$ cat config.mk
export PLATFORM = sky130hd
export DESIGN_NAME = ecount_dose_ctrl
export DESIGN_NICKNAME = d
export VERILOG_FILES = /design/src/rtl/ecd_pkg.sv /design/src/rtl/ecd_pulse_track.sv /design/src/rtl/ecd_pulse_counter.sv /design/src/rtl/ecd_area_scaler.sv /design/src/rtl/ecount_dose_ctrl.sv
export SDC_FILE = /design/constraint.sdc
export NUM_CORES = 1
export LEC_CHECK = 0
export BUFFER_PORTS_ARGS = -buffer_cell sky130_fd_sc_hd__buf_2
export CAP_MARGIN = 10
export CORE_MARGIN = 2
export CORE_UTILIZATION = 45
export DETAILED_ROUTE_END_ITERATION = 10
export PLACE_DENSITY_LB_ADDON = 0.3
export SYNTH_ARGS = -nofsm -noshare
export SYNTH_HDL_FRONTEND = slang
export SYNTH_SLANG_ARGS = --single-unit
$ cat constraint.sdc
create_clock -name clk -period 9.6 [get_ports clk]
set_input_delay 1.44 -clock clk [delete_from_list [all_inputs] [get_ports clk]]
set_output_delay 1.44 -clock clk [all_outputs]
set_load 0.05 [all_outputs]
$ cat src/rtl/ecd_pkg.sv
package ecd_pkg;

  typedef enum logic [1:0] {
    MODE_PULSE  = 2'b00,
    MODE_AREA   = 2'b01,
    MODE_FIRST  = 2'b10,
    MODE_FIRST2 = 2'b11
  } ecd_mode_e;

endpackage

$ cat src/rtl/ecd_pulse_track.sv
module ecd_pulse_track #(
  parameter int SAMPLE_W = 14,
  parameter int AREA_W   = 24
) (
  input  logic                clk,
  input  logic                rst_n,
  input  logic                clr_i,
  input  logic                take_i,
  input  logic [SAMPLE_W-1:0] sample_i,
  input  logic [SAMPLE_W-1:0] thr_hi_i,
  input  logic [SAMPLE_W-1:0] thr_lo_i,
  output logic                open_o,
  output logic                close_o,
  output logic [AREA_W-1:0]   area_o
);

  localparam int SUM_W = AREA_W + 1;
  localparam logic [AREA_W-1:0] AREA_MAX = '1;

  logic              in_pulse_q;
  logic [AREA_W-1:0] area_q;
  logic [SUM_W-1:0]  area_sum;
  logic [AREA_W-1:0] area_next;

  // hysteresis: open strictly above the high level, close strictly below the low level
  assign open_o  = take_i & ~in_pulse_q & (sample_i > thr_hi_i);
  assign close_o = take_i &  in_pulse_q & (sample_i < thr_lo_i);
  assign area_o  = area_q;

  always_comb begin
    area_sum  = SUM_W'(area_q) + SUM_W'(sample_i);
    area_next = area_sum[SUM_W-1] ? AREA_MAX : area_sum[AREA_W-1:0];
  end

  always_ff @(posedge clk or negedge rst_n) begin
    if (!rst_n) begin
      in_pulse_q <= 1'b0;
      area_q     <= '0;
    end else if (clr_i) begin
      in_pulse_q <= 1'b0;
      area_q     <= '0;
    end else if (open_o) begin
      in_pulse_q <= 1'b1;
      area_q     <= AREA_W'(sample_i);
    end else if (close_o) begin
      in_pulse_q <= 1'b0;
      area_q     <= '0;
    end else if (take_i && in_pulse_q) begin
      area_q     <= area_next;
    end
  end

endmodule

$ cat src/rtl/ecd_pulse_counter.sv
module ecd_pulse_counter #(
  parameter int COUNT_W = 16
) (
  input  logic               clk,
  input  logic               rst_n,
  input  logic               clr_i,
  input  logic               inc_i,
  output logic [COUNT_W-1:0] count_o
);

  localparam logic [COUNT_W-1:0] CNT_MAX = '1;

  logic [COUNT_W-1:0] cnt_q;

  assign count_o = cnt_q;

  always_ff @(posedge clk or negedge rst_n) begin
    if (!rst_n) begin
      cnt_q <= '0;
    end else if (clr_i) begin
      cnt_q <= '0;
    end else if (inc_i && (cnt_q != CNT_MAX)) begin
      cnt_q <= cnt_q + 1'b1;
    end
  end

endmodule

$ cat src/rtl/ecd_area_scaler.sv
module ecd_area_scaler #(
  parameter int AREA_W  = 24,
  parameter int RECIP_W = 16,
  parameter int FRAC_W  = 16,
  parameter int COUNT_W = 16
) (
  input  logic               clk,
  input  logic               rst_n,
  input  logic               clr_i,
  input  logic               fire_i,
  input  logic [AREA_W-1:0]  area_i,
  input  logic [RECIP_W-1:0] recip_i,
  output logic [COUNT_W-1:0] count_o
);

  localparam int PROD_W = AREA_W + RECIP_W;
  localparam int ACC_W  = PROD_W + 1;
  localparam int INT_W  = ACC_W - FRAC_W;
  localparam int SUM_W  = ((INT_W > COUNT_W) ? INT_W : COUNT_W) + 1;
  localparam logic [COUNT_W-1:0] CNT_MAX = '1;

  logic [COUNT_W-1:0] cnt_q;
  logic [FRAC_W-1:0]  frac_q;
  logic [PROD_W-1:0]  prod;
  logic [ACC_W-1:0]   acc;
  logic [INT_W-1:0]   whole;
  logic [SUM_W-1:0]   sum;
  logic [COUNT_W-1:0] cnt_next;

  always_comb begin
    prod     = PROD_W'(area_i) * PROD_W'(recip_i);
    acc      = ACC_W'(prod) + ACC_W'(frac_q);
    whole    = acc[ACC_W-1:FRAC_W];
    sum      = SUM_W'(cnt_q) + SUM_W'(whole);
    cnt_next = (sum > SUM_W'(CNT_MAX)) ? CNT_MAX : sum[COUNT_W-1:0];
  end

  assign count_o = cnt_q;

  always_ff @(posedge clk or negedge rst_n) begin
    if (!rst_n) begin
      cnt_q  <= '0;
      frac_q <= '0;
    end else if (clr_i) begin
      cnt_q  <= '0;
      frac_q <= '0;
    end else if (fire_i) begin
      cnt_q  <= cnt_next;
      frac_q <= acc[FRAC_W-1:0];
    end
  end

endmodule

$ cat src/rtl/ecount_dose_ctrl.sv
module ecount_dose_ctrl
  import ecd_pkg::*;
#(
  parameter int SAMPLE_W = 14,
  parameter int AREA_W   = 24,
  parameter int RECIP_W  = 16,
  parameter int FRAC_W   = 16,
  parameter int COUNT_W  = 16
) (
  input  logic                clk,
  input  logic                rst_n,
  input  logic                s_valid,
  output logic                s_ready,
  input  logic [SAMPLE_W-1:0] s_data,
  input  logic                tool_blank,
  input  logic [1:0]          cfg_mode,
  input  logic [SAMPLE_W-1:0] cfg_thr_hi,
  input  logic [SAMPLE_W-1:0] cfg_thr_lo,
  input  logic [RECIP_W-1:0]  cfg_recip,
  input  logic [COUNT_W-1:0]  cfg_target,
  output logic                beam_blank,
  output logic [COUNT_W-1:0]  est_pulses,
  output logic [COUNT_W-1:0]  est_electrons
);

  logic              take;
  logic              p_open;
  logic              p_close;
  logic [AREA_W-1:0] p_area;
  logic              hit_pulse;
  logic              hit_area;
  logic              dose_hit;
  ecd_mode_e         mode;

  assign s_ready = 1'b1;
  assign take    = s_valid & ~tool_blank;
  assign mode    = ecd_mode_e'(cfg_mode);

  ecd_pulse_track #(
    .SAMPLE_W (SAMPLE_W),
    .AREA_W   (AREA_W)
  ) u_track (
    .clk      (clk),
    .rst_n    (rst_n),
    .clr_i    (tool_blank),
    .take_i   (take),
    .sample_i (s_data),
    .thr_hi_i (cfg_thr_hi),
    .thr_lo_i (cfg_thr_lo),
    .open_o   (p_open),
    .close_o  (p_close),
    .area_o   (p_area)
  );

  ecd_pulse_counter #(
    .COUNT_W (COUNT_W)
  ) u_pcount (
    .clk     (clk),
    .rst_n   (rst_n),
    .clr_i   (tool_blank),
    .inc_i   (p_open),
    .count_o (est_pulses)
  );

  ecd_area_scaler #(
    .AREA_W  (AREA_W),
    .RECIP_W (RECIP_W),
    .FRAC_W  (FRAC_W),
    .COUNT_W (COUNT_W)
  ) u_ascale (
    .clk     (clk),
    .rst_n   (rst_n),
    .clr_i   (tool_blank),
    .fire_i  (p_close),
    .area_i  (p_area),
    .recip_i (cfg_recip),
    .count_o (est_electrons)
  );

  always_comb begin
    hit_pulse = (est_pulses >= cfg_target);
    hit_area  = (est_electrons >= cfg_target);
    unique case (mode)
      MODE_PULSE: dose_hit = hit_pulse;
      MODE_AREA:  dose_hit = hit_area;
      default:    dose_hit = hit_pulse | hit_area;
    endcase
  end

  assign beam_blank = tool_blank | dose_hit;

endmodule

==> impl_metrics.toml, run 1 <==
[cts]
clock_path_buffers = 2
cts_buffers = 9
clkTransAtPathRegs_ns = 0.06
cts_tree = "done"
insertion_delay_ns = 0.34
root_buffer = "clkbuf_16"
htree_levels = 3
cts_sinks = 73

[route]
ant_nets = 0
drc_errors = 0
dr.first_iter.drc_count = 939
viasPerCell = 5.38
first_pass_iters = 6
wirelength_um = 48300
vias = 15888
post_drt_wl_per_cell_um = 16.3

[critical_path]
rr_worst_depth = 32
cp_top_family = "adder cells"
critPathRequiredTime_ns = 9.82
max_stage_delay_ns = 0.55
r2r_start = "u_track.area_o[13]"
rr_endpoint = "u_ascale.count_o[9]"
crit_fanout = 12
arrival_ns = 9.54
crit_path_start_kind = "primary input"
crit_path_end_kind = "flip-flop"
path_buf_inv = 8
worst_path_most_repeated_cell = "fa_1"
rrSetupSlack_ns = 0.76
worstSetupPathType = "in -> reg"
crit_slowest_cell = "fa_1"

[synthesis]
ys_ff_latch = 73
yosysWarnings = 0
synth_top_area_share_pct = 33.6
synth_ff_type = "dfrtp_1"
seq_area_frac_synth_pct = 9.44
synth_area_um2 = 19300
synth_nets = 2886
avgSynthCellArea_um2 = 8.55
synthCells = 2264
synthArstFlopShare_pct = 100
synth_cell_types = 77
synthTopCellsByArea = "fa_1 (34%), ha_1 (14%), dfrtp_1 (9.4%)"
synth_edf_count = 0
synth_top_area_cell = "fa_1"

[global_route]
grt-ovfl-total = 0
grt_pass1_wl_um = 83100
grt_max_degree = 74
antenna_found_initial = 0
grt_pass1_vias = 17091
grt_usage_pct = 22.8

[cells_and_area]
layout-drive-gt1-share_pct = 12.9
nets = 3031
final_cells = 2953
antennaDiodeCount = 0
area_growth_pct = 12.4

[floorplan]
core_um2 = 42200
die-area_um2 = 44700
ios = 114
core.rowCount = 75
start_util_pct = 45.8
die_w_um = 211
fp.dieH_um = 211

[run]
cap_violations = 0

[worst_hold_path]
hp-class = "reg -> reg"
min_to = "u_ascale.frac_q[0]"
min_from = "u_ascale.frac_q[0]"
hold_depth = 2

[sta]
slew_violations = 0
slew_headroom_pct = 34.7
setup-violations-final = 0
skew_ns = 0.0113
hold_violations = 0
fmaxAchievable_mhz = 107
setup_ws_ns = 0.275
finalCritPeriodShare_pct = 97.1
fin_crit_ns = 9.32
worstMarginPinSlew_ns = 0.980

[power_and_ir_drop]
p_per_area_nw_per_um2 = 120
vdd_drop_max_v = 0.000112
power_leakage_nw = 11.4
power.total_mw = 2.60

[place]
dp_hpwl_um = 40300
routabilityCongestion = 0.902
place_ws_ns = -0.384
dp_cells = 2925
portBuffers = 112

[status]
status = "finished clean"
[worst max path at each step]
stage,start,to,slack [ns],depth (start not counted)
after floorplan,cfg_recip[1],u_ascale.count_o[8],0.04,35
after global placement,cfg_recip[4],u_ascale.count_o[14],-0.23,36
after detailed placement,cfg_recip[4],u_ascale.count_o[0],-0.38,35
after CTS,cfg_recip[4],u_ascale.count_o[0],0.03,36
after global routing,cfg_recip[6],u_ascale.count_o[9],-0.06,37
final,cfg_recip[8],u_ascale.count_o[9],0.28,33
[synthesized netlist by cell type, drive strengths merged, types with 15 or more instances]
cell and instances:
inv 482, fa 325, nand2 319, ha 217
and2 155, a21oi 127, clkbuf 85, dfrtp 73
nor2 61, o21ai 61, a21o 39, xor2 35
xnor2 28, nand3 19, o21a 18, o31ai 18
nand4 16, a221o 15
[power by group]
part | leakage (nW) | internal [mW] | total [mW] | switching [mW]
clock | 0.145 | 0.229 | 0.368 | 0.139
combinational | 10.2 | 0.857 | 1.87 | 1.01
sequential | 1.01 | 0.321 | 0.364 | 0.0427
[per-layer routing]
layer / vias up / track usage, % / part of all wire, %
met5: - / 0 / 0
met4: 0 / 6.27 / 2.5
met3: 89 / 1.88 / 3.7
met2: 379 / 41.2 / 51
met1: 8039 / 29.4 / 42
li1: 7381 / - / -
[repair_timing]
action                     in CTS  in global routing
hold buffers                    0                  0
gates resized for setup         2                 54
gates cloned                    0                  1
pin swaps                       0                 25
setup endpoints to repair      16                 16
setup buffers                   0                 11
[cells by family (layout without fill, tap and decap cells)]
group,after synthesis,after routing,share of synthesized area (%)
simple gates,641,641,16.0
buf+inv,578,728,11.3
fa+ha+maj,542,542,47.7
compound gates,361,361,12.5
flops,73,73,9.44
xor+xnor,63,63,2.85
mux,5,5,0.265
other cells,1,1,0.0194
[final cells by class]
type	count	area, um^2
clock buffer	10	229
fill	3956	20500
multi-input combinational	1613	15600
inverter	482	1810
tap	539	674
timing repair buffer	230	1550
sequential	73	1830
clock inverter	6	91.3
[registers in the layout, summed over array words and instances (netlist names)]
register            count
u_ascale.count_o       16
u_ascale.frac_q        16
u_pcount.count_o       16
u_track.area_o         24
u_track.in_pulse_q      1
[worst min-delay path: stages, from the launching register on]
cell and delay [ns]:
dfrtp_1 0.38, nand2_1 0.07, o21ai_0 0.07
[layout by cell type (no fill, tap or decap), types with 11 or more instances in the layout]
cell type,netlist,final
a21oi_2,13,13
xnor2_1,28,26
and2_1,154,154
inv_1,482,482
nand2b_1,13,13
and3_1,11,11
buf_2,6,111
dfrtp_1,73,73
nand2_1,318,318
o21a_1,17,17
o31ai_1,17,15
nand4_1,15,15
nor2_1,60,59
ha_1,217,209
nor3_1,14,12
a221o_1,15,15
o21ai_0,53,49
a21oi_1,114,112
fa_1,325,323
xor2_1,35,35
buf_4,1,105
a21o_1,39,39
nand3_1,19,19
[metrics by stage]
stage | setup TNS, ns | hold WS [ns] | instance area [um^2] | util [%]
2_1_floorplan | 0 | 0.500 | 19300 | -
3_3_place_gp | -3.42 | 0.530 | 21000 | 49.8
3_5_place_dp | -5.87 | 0.552 | 21000 | 49.8
4_1_cts | 0 | 0.561 | 21400 | 50.6
5_1_grt | -0.729 | 0.587 | 21700 | 51.5
6_report | 0 | 0.557 | 21700 | 51.5
Note: power is estimated with default switching activity, not from simulation.
==> run 2, diff against run 1 <==
--- a/config.mk
+++ b/config.mk
@@ -6,11 +6,12 @@
 export NUM_CORES = 1
 export LEC_CHECK = 0
 export BUFFER_PORTS_ARGS = -buffer_cell sky130_fd_sc_hd__buf_2
-export CAP_MARGIN = 10
+export CAP_MARGIN = 20
 export CORE_MARGIN = 2
 export CORE_UTILIZATION = 45
 export DETAILED_ROUTE_END_ITERATION = 10
 export PLACE_DENSITY_LB_ADDON = 0.3
+export SETUP_SLACK_MARGIN = 0.5
 export SYNTH_ARGS = -nofsm -noshare
 export SYNTH_HDL_FRONTEND = slang
 export SYNTH_SLANG_ARGS = --single-unit
==> run 2 against run 1 <==
  * Largest power group unchanged
  * Sequential power about the same
  * Cell area increased by 0.75%
  * Sequential share of layout area decreased by 0.062 points
  * Count of clock-buffer cells in the layout increased by 1
  * Critical path type unchanged
==> impl_metrics.toml, run 2 (synthesized netlist as in run 1, its figures left out) <==
[status]
status = "finished clean"

[cells_and_area]
final_cells = 2924
layout_common_cells = "inv_1 (475), fa_1 (318), nand2_1 (313)"
largest_register_ffs = 24
post-route-util_pct = 51.9
area_growth_pct = 13.2
antennaDiodeCount = 0
final_common_cell = "inv_1"
final_area_um2 = 21900
layout-drive-gt1-share_pct = 13.6
nets = 3002

[place]
dp_hpwl_um = 39800
dp_cells = 2865
routabilityCongestion = 0.894
portBuffers = 112
placed_area_um2 = 20600

[sta]
slew_violations = 0
fin_setup_tns_ns = 0
rsz0062_at_grt = "yes"
fin_crit_ns = 9.07
finalCritPeriodShare_pct = 94.5
skew_ns = 0.0132
fmaxAchievable_mhz = 110
worstMarginPinSlew_ns = 0.987
setup-violations-final = 0
slew_headroom_pct = 34.2
hold_violations = 0

[power_and_ir_drop]
vdd_drop_max_v = 0.000137
p_per_area_nw_per_um2 = 119
power.total_mw = 2.61
power_leakage_nw = 11.3

[route]
ant_nets = 0
first_pass_iters = 7
viasPerCell = 5.36
vias = 15683
dr.first_iter.drc_count = 895
post_drt_wl_per_cell_um = 16.6
drc_errors = 0
wirelength_um = 48500

[critical_path]
arrival_ns = 9.29
max_stage_delay_ns = 0.56
rr_worst_depth = 37
worst_path_most_repeated_cell = "fa_1"
r2r_start = "u_track.area_o[18]"
crit_fanout = 12
crit_end = "u_ascale.count_o[15]"
rr_endpoint = "u_ascale.count_o[15]"
critPathRequiredTime_ns = 9.82
startpoint = "cfg_recip[2]"
worstSetupPathType = "in -> reg"
crit_path_start_kind = "primary input"
crit_path_end_kind = "flip-flop"
crit_slowest_cell = "fa_1"
rrSetupSlack_ns = 0.91

[floorplan]
core.rowCount = 75
fp.dieH_um = 211
core_um2 = 42200
die_w_um = 211
start_util_pct = 45.8
ios = 114
die-area_um2 = 44700

[cts]
root_buffer = "clkbuf_16"
cts_buffers = 9
hold_buffers = 0
cts_sinks = 73
htree_levels = 3
insertion_delay_ns = 0.35
cts_tree = "done"
clkTransAtPathRegs_ns = 0.07
clock_path_buffers = 2

[global_route]
grt_pass1_vias = 16570
grt-ovfl-total = 0
grt_usage_pct = 22.5
grt_pass1_wl_um = 81500
antenna_found_initial = 0
grt_max_degree = 74

[run]
cap_violations = 0

[worst_hold_path]
min_from = "u_ascale.frac_q[12]"
hp-class = "reg -> reg"
==> run 2: changes by cell type in the layout (fill, tap and decap cells not counted), sizes merged <==
cell,delta
inv,-1
clkinv,+1
bufinv,+2
clkinvlp,-3
buf,-35
clkbuf,+7
==> run 2: worst min-delay path by stage <==
stage	endpoint	slack (ns)	depth (start not counted)
after floorplan	u_ascale.frac_q[12]	0.50	2
after global placement	u_ascale.frac_q[12]	0.52	2
after detailed placement	u_ascale.frac_q[12]	0.52	2
after CTS	u_ascale.frac_q[12]	0.54	2
after global routing	u_ascale.frac_q[12]	0.57	2
final	u_ascale.frac_q[12]	0.54	2
==> run 2: per-stage QoR <==
step | hold slack [ns] | setup WS [ns]
4_1_cts | 0.536 | 0.488
3_3_place_gp | 0.517 | 0.150
5_1_grt | 0.569 | 0.164
6_report | 0.538 | 0.529
2_1_floorplan | 0.500 | 0.517
3_5_place_dp | 0.525 | -0.0386
==> run 2: final cells by class <==
type / count / area [um^2]
clock buffer: 11 / 253
clock inverter: 5 / 125
fill: 3899 / 20300
inverter: 482 / 1810
multi-input combinational: 1613 / 15800
sequential: 73 / 1830
tap: 539 / 674
timing repair buffer: 201 / 1460
==> run 2: metal layers <==
| layer | GRT usage, % | routed length (um) | up-vias | share of wire (%) |
|---|---|---|---|---|
| met5 | 0 | 0 | - | 0 |
| met3 | 2.31 | 1520 | 85 | 3.1 |
| met2 | 40.0 | 24900 | 323 | 51 |
| met4 | 6.00 | 1130 | 0 | 2.3 |
| met1 | 29.3 | 20900 | 7938 | 43 |
| li1 | - | - | 7337 | - |
==> run 2: repair_timing <==
action | CTS | global route
endpoints found under the setup margin | 16 | 16
cloned | 1 | 3
pin swaps | 18 | 57
buffers inserted | 18 | 21
resized for setup | 34 | 92
==> run 2: critical path, delay by kind of cell <==
family                   cells  cell delay (ns)
AO/OA/AOI/OAI                9             1.37
XOR/XNOR                     1             0.19
buffers and inverters        9             0.86
adder cells (fa/ha/maj)      8             3.68
AND/OR/NAND/NOR             11             1.76
==> run 2: power by group <==
group	switching [mW]	leakage [nW]	total, mW	internal, mW
logic	1.02	10.1	1.82	0.798
registers	0.0427	1.01	0.364	0.321
clock network	0.136	0.186	0.431	0.294
==> run 3, diff against run 2 <==
--- a/config.mk
+++ b/config.mk
@@ -5,13 +5,14 @@
 export SDC_FILE = /design/constraint.sdc
 export NUM_CORES = 1
 export LEC_CHECK = 0
+export ABC_AREA = 1
 export BUFFER_PORTS_ARGS = -buffer_cell sky130_fd_sc_hd__buf_2
 export CAP_MARGIN = 20
 export CORE_MARGIN = 2
 export CORE_UTILIZATION = 45
 export DETAILED_ROUTE_END_ITERATION = 10
 export PLACE_DENSITY_LB_ADDON = 0.3
-export SETUP_SLACK_MARGIN = 0.5
+export SETUP_SLACK_MARGIN = 0.1
 export SYNTH_ARGS = -nofsm -noshare
 export SYNTH_HDL_FRONTEND = slang
 export SYNTH_SLANG_ARGS = --single-unit
==> run 3 against run 2 <==
  * Final cell count is 22% higher
  * Critical path depth shrank 3
  * Hold slack got worse by 0.030 ns
  * Routed wire length up 22%
  * Fmax increased by 0.95%
  * First-iteration DRC count is 37% higher
  * Critical path type unchanged
  * Highest routed layer unchanged
==> impl_metrics.toml, run 3 <==
[sta]
slew_violations = 0
setup_ws_ns = 0.615
hold_violations = 0
fmaxAchievable_mhz = 111
fin_setup_tns_ns = 0
finalCritPeriodShare_pct = 93.6
rsz0062_at_grt = "no"
worstMarginPinSlew_ns = 0.973
skew_ns = 0.0127
slew_headroom_pct = 35.1
setup-violations-final = 0
fin_crit_ns = 8.99

[cells_and_area]
antennaDiodeCount = 0
layout_common_cells = "nand2_1 (811), inv_1 (790), fa_1 (325)"
multi_input_area_um2 = 15600
area_growth_pct = 6.84
nets = 3573
final_area_um2 = 22300
largest_register_ffs = 24
layout-drive-gt1-share_pct = 7.00
nFillCells = 4514
final_common_cell = "nand2_1"
seq_area_um2 = 1830

[cts]
cts_sinks = 73
cts_setup_buffers = 0
cts_tree = "done"
cts_buffers = 9
clkTransAtPathRegs_ns = 0.08
clock_path_buffers = 2
root_buffer = "clkbuf_16"
insertion_delay_ns = 0.38
htree_levels = 3

[synthesis]
synth_nets = 3523
synthAdderAreaFrac_pct = 44.2
synth_cell_types = 50
ys_ff_latch = 73
synthMuxAreaShare_pct = 0.0540
synth_area_um2 = 20800
synth_simple_gate_area_share_pct = 21.5
synth_xor_area_share_pct = 2.52
synth_top_area_share_pct = 31.2
yosysWarnings = 0
synthArstFlopShare_pct = 100
avgSynthCellArea_um2 = 7.18
synth_top_family_by_area = "adder cells"
synthTopCellsByCount = "nand2_1 (811), inv_1 (790), fa_1 (325)"
seq_area_frac_synth_pct = 8.77
synth_top_area_cell = "fa_1"
synthTopCellsByArea = "fa_1 (31%), nand2_1 (15%), inv_1 (14%)"
synthCells = 2901
synth_compound_area_share_pct = 6.73
synth.most_common_cell = "nand2_1"
synth_edf_count = 0
synth_ff_type = "dfrtp_1"

[floorplan]
fp.dieH_um = 219
start_util_pct = 45.7
ios = 114
die-area_um2 = 48000
die_w_um = 219
core_um2 = 45600
core.rowCount = 78

[route]
vias = 18208
wirelength_um = 59100
first_pass_iters = 5
viasPerCell = 5.12
drc_errors = 0
ant_nets = 0
post_drt_wl_per_cell_um = 16.6
dr.first_iter.drc_count = 1228

[global_route]
use_met1_pct = 34.7
busiest_layer = "met2"
grt_pass1_wl_um = 98700
antenna_found_initial = 0
use_met2_pct = 44.1
grt-ovfl-total = 0
grt_usage_pct = 26.2
grt_max_degree = 58
grt_pass1_vias = 19195
grt_use_met3_pct = 4.41

[place]
dp_hpwl_um = 48200
portBuffers = 112
place_ws_ns = 0.181
routabilityCongestion = 0.985
placed_area_um2 = 21900

[critical_path]
critPathRequiredTime_ns = 9.86
crit_path_end_kind = "flip-flop"
crit_fanout = 16
crit_slowest_cell = "fa_1"
arrival_ns = 9.25
crit_path_start_kind = "primary input"
max_stage_delay_ns = 0.58
worstSetupPathType = "in -> reg"

[run]
cap_violations = 0

[worst_hold_path]
hp-class = "reg -> reg"

[status]
status = "finished clean"
[run 3: changes by cell type after synthesis, moves of 11 or more]
cell	before	now
a21oi_2	13	0
nand2b_1	13	0
o21a_1	17	6
nand3_1	19	72
and2_1	154	2
nand2_2	1	24
a21o_1	39	3
nand2_1	318	811
nor2_1	60	99
o22ai_1	0	21
a221o_1	15	0
o31ai_1	17	6
inv_1	482	790
[run 3: metrics by stage]
step	hold slack (ns)	std cells	util, %
after floorplan	0.459	2901	-
after global placement	0.481	3540	48.1
after detailed placement	0.495	3540	48.1
after CTS	0.514	3556	48.8
after global routing	0.540	3556	48.9
final	0.508	3556	48.9
[run 3: path summary, 6_finish.rpt]
| path | cells after the start | slack [ns] | from | to |
|---|---|---|---|---|
| setup / recovery | 35 | 0.61 | cfg_recip[1] | u_ascale.count_o[7] |
| hold / removal | 2 | 0.51 | u_ascale.frac_q[2] | u_ascale.frac_q[2] |
| setup reg to reg | 34 | 1.07 | u_track.area_o[10] | u_ascale.count_o[7] |
| hold reg to reg | 2 | 0.51 | u_ascale.frac_q[2] | u_ascale.frac_q[2] |
| max in group asynchronous | 2 | 7.54 | rst_n | u_track.area_o[19] |
| min in group asynchronous | 1 | 0.92 | rst_n | u_ascale.count_o[13] |
[run 3: final cells by class]
cell class / count / share of cell area (%)
Multi-Input combinational cell: 1936 / 70.2
Inverter: 797 / 13.4
Sequential cell: 73 / 8.20
Tap cell: 600 / 3.37
Timing Repair Buffer: 134 / 3.35
Clock buffer: 10 / 1.07
Clock inverter: 6 / 0.326
[run 3: critical path: cells and delay by family]
family | cells | cell delay [ns]
AOI/OAI and AO/OA | 5 | 0.97
xor gates and xnor gates | 1 | 0.13
and+or+nand+nor | 16 | 2.16
adders and majority gates | 8 | 3.90
buffers and inverters | 5 | 0.61
[run 3: kinds of logic after synthesis]
logic type,count (synthesis)
AOI/OAI and AO/OA,245
DFF,73
and+or+nand+nor,1087
buffers and inverters,892
adders and majority gates,542
xor gates and xnor gates,60
other,1
muxes,1
[run 3: per-layer routing]
metal / vias up / routed length, um
met5: - / 0
met4: 0 / 1380
met3: 94 / 4010
met2: 650 / 28200
met1: 8817 / 25500
li1: 8647 / -
[run 3: repair_timing]
action	4_1_cts	5_1_grt
hold buffers	0	0
resized for setup	0	7
setup endpoints to repair	0	15
Power of run 3 is not shown: default switching activity piles up to over one toggle a cycle in this logic, so the estimate is an artifact.
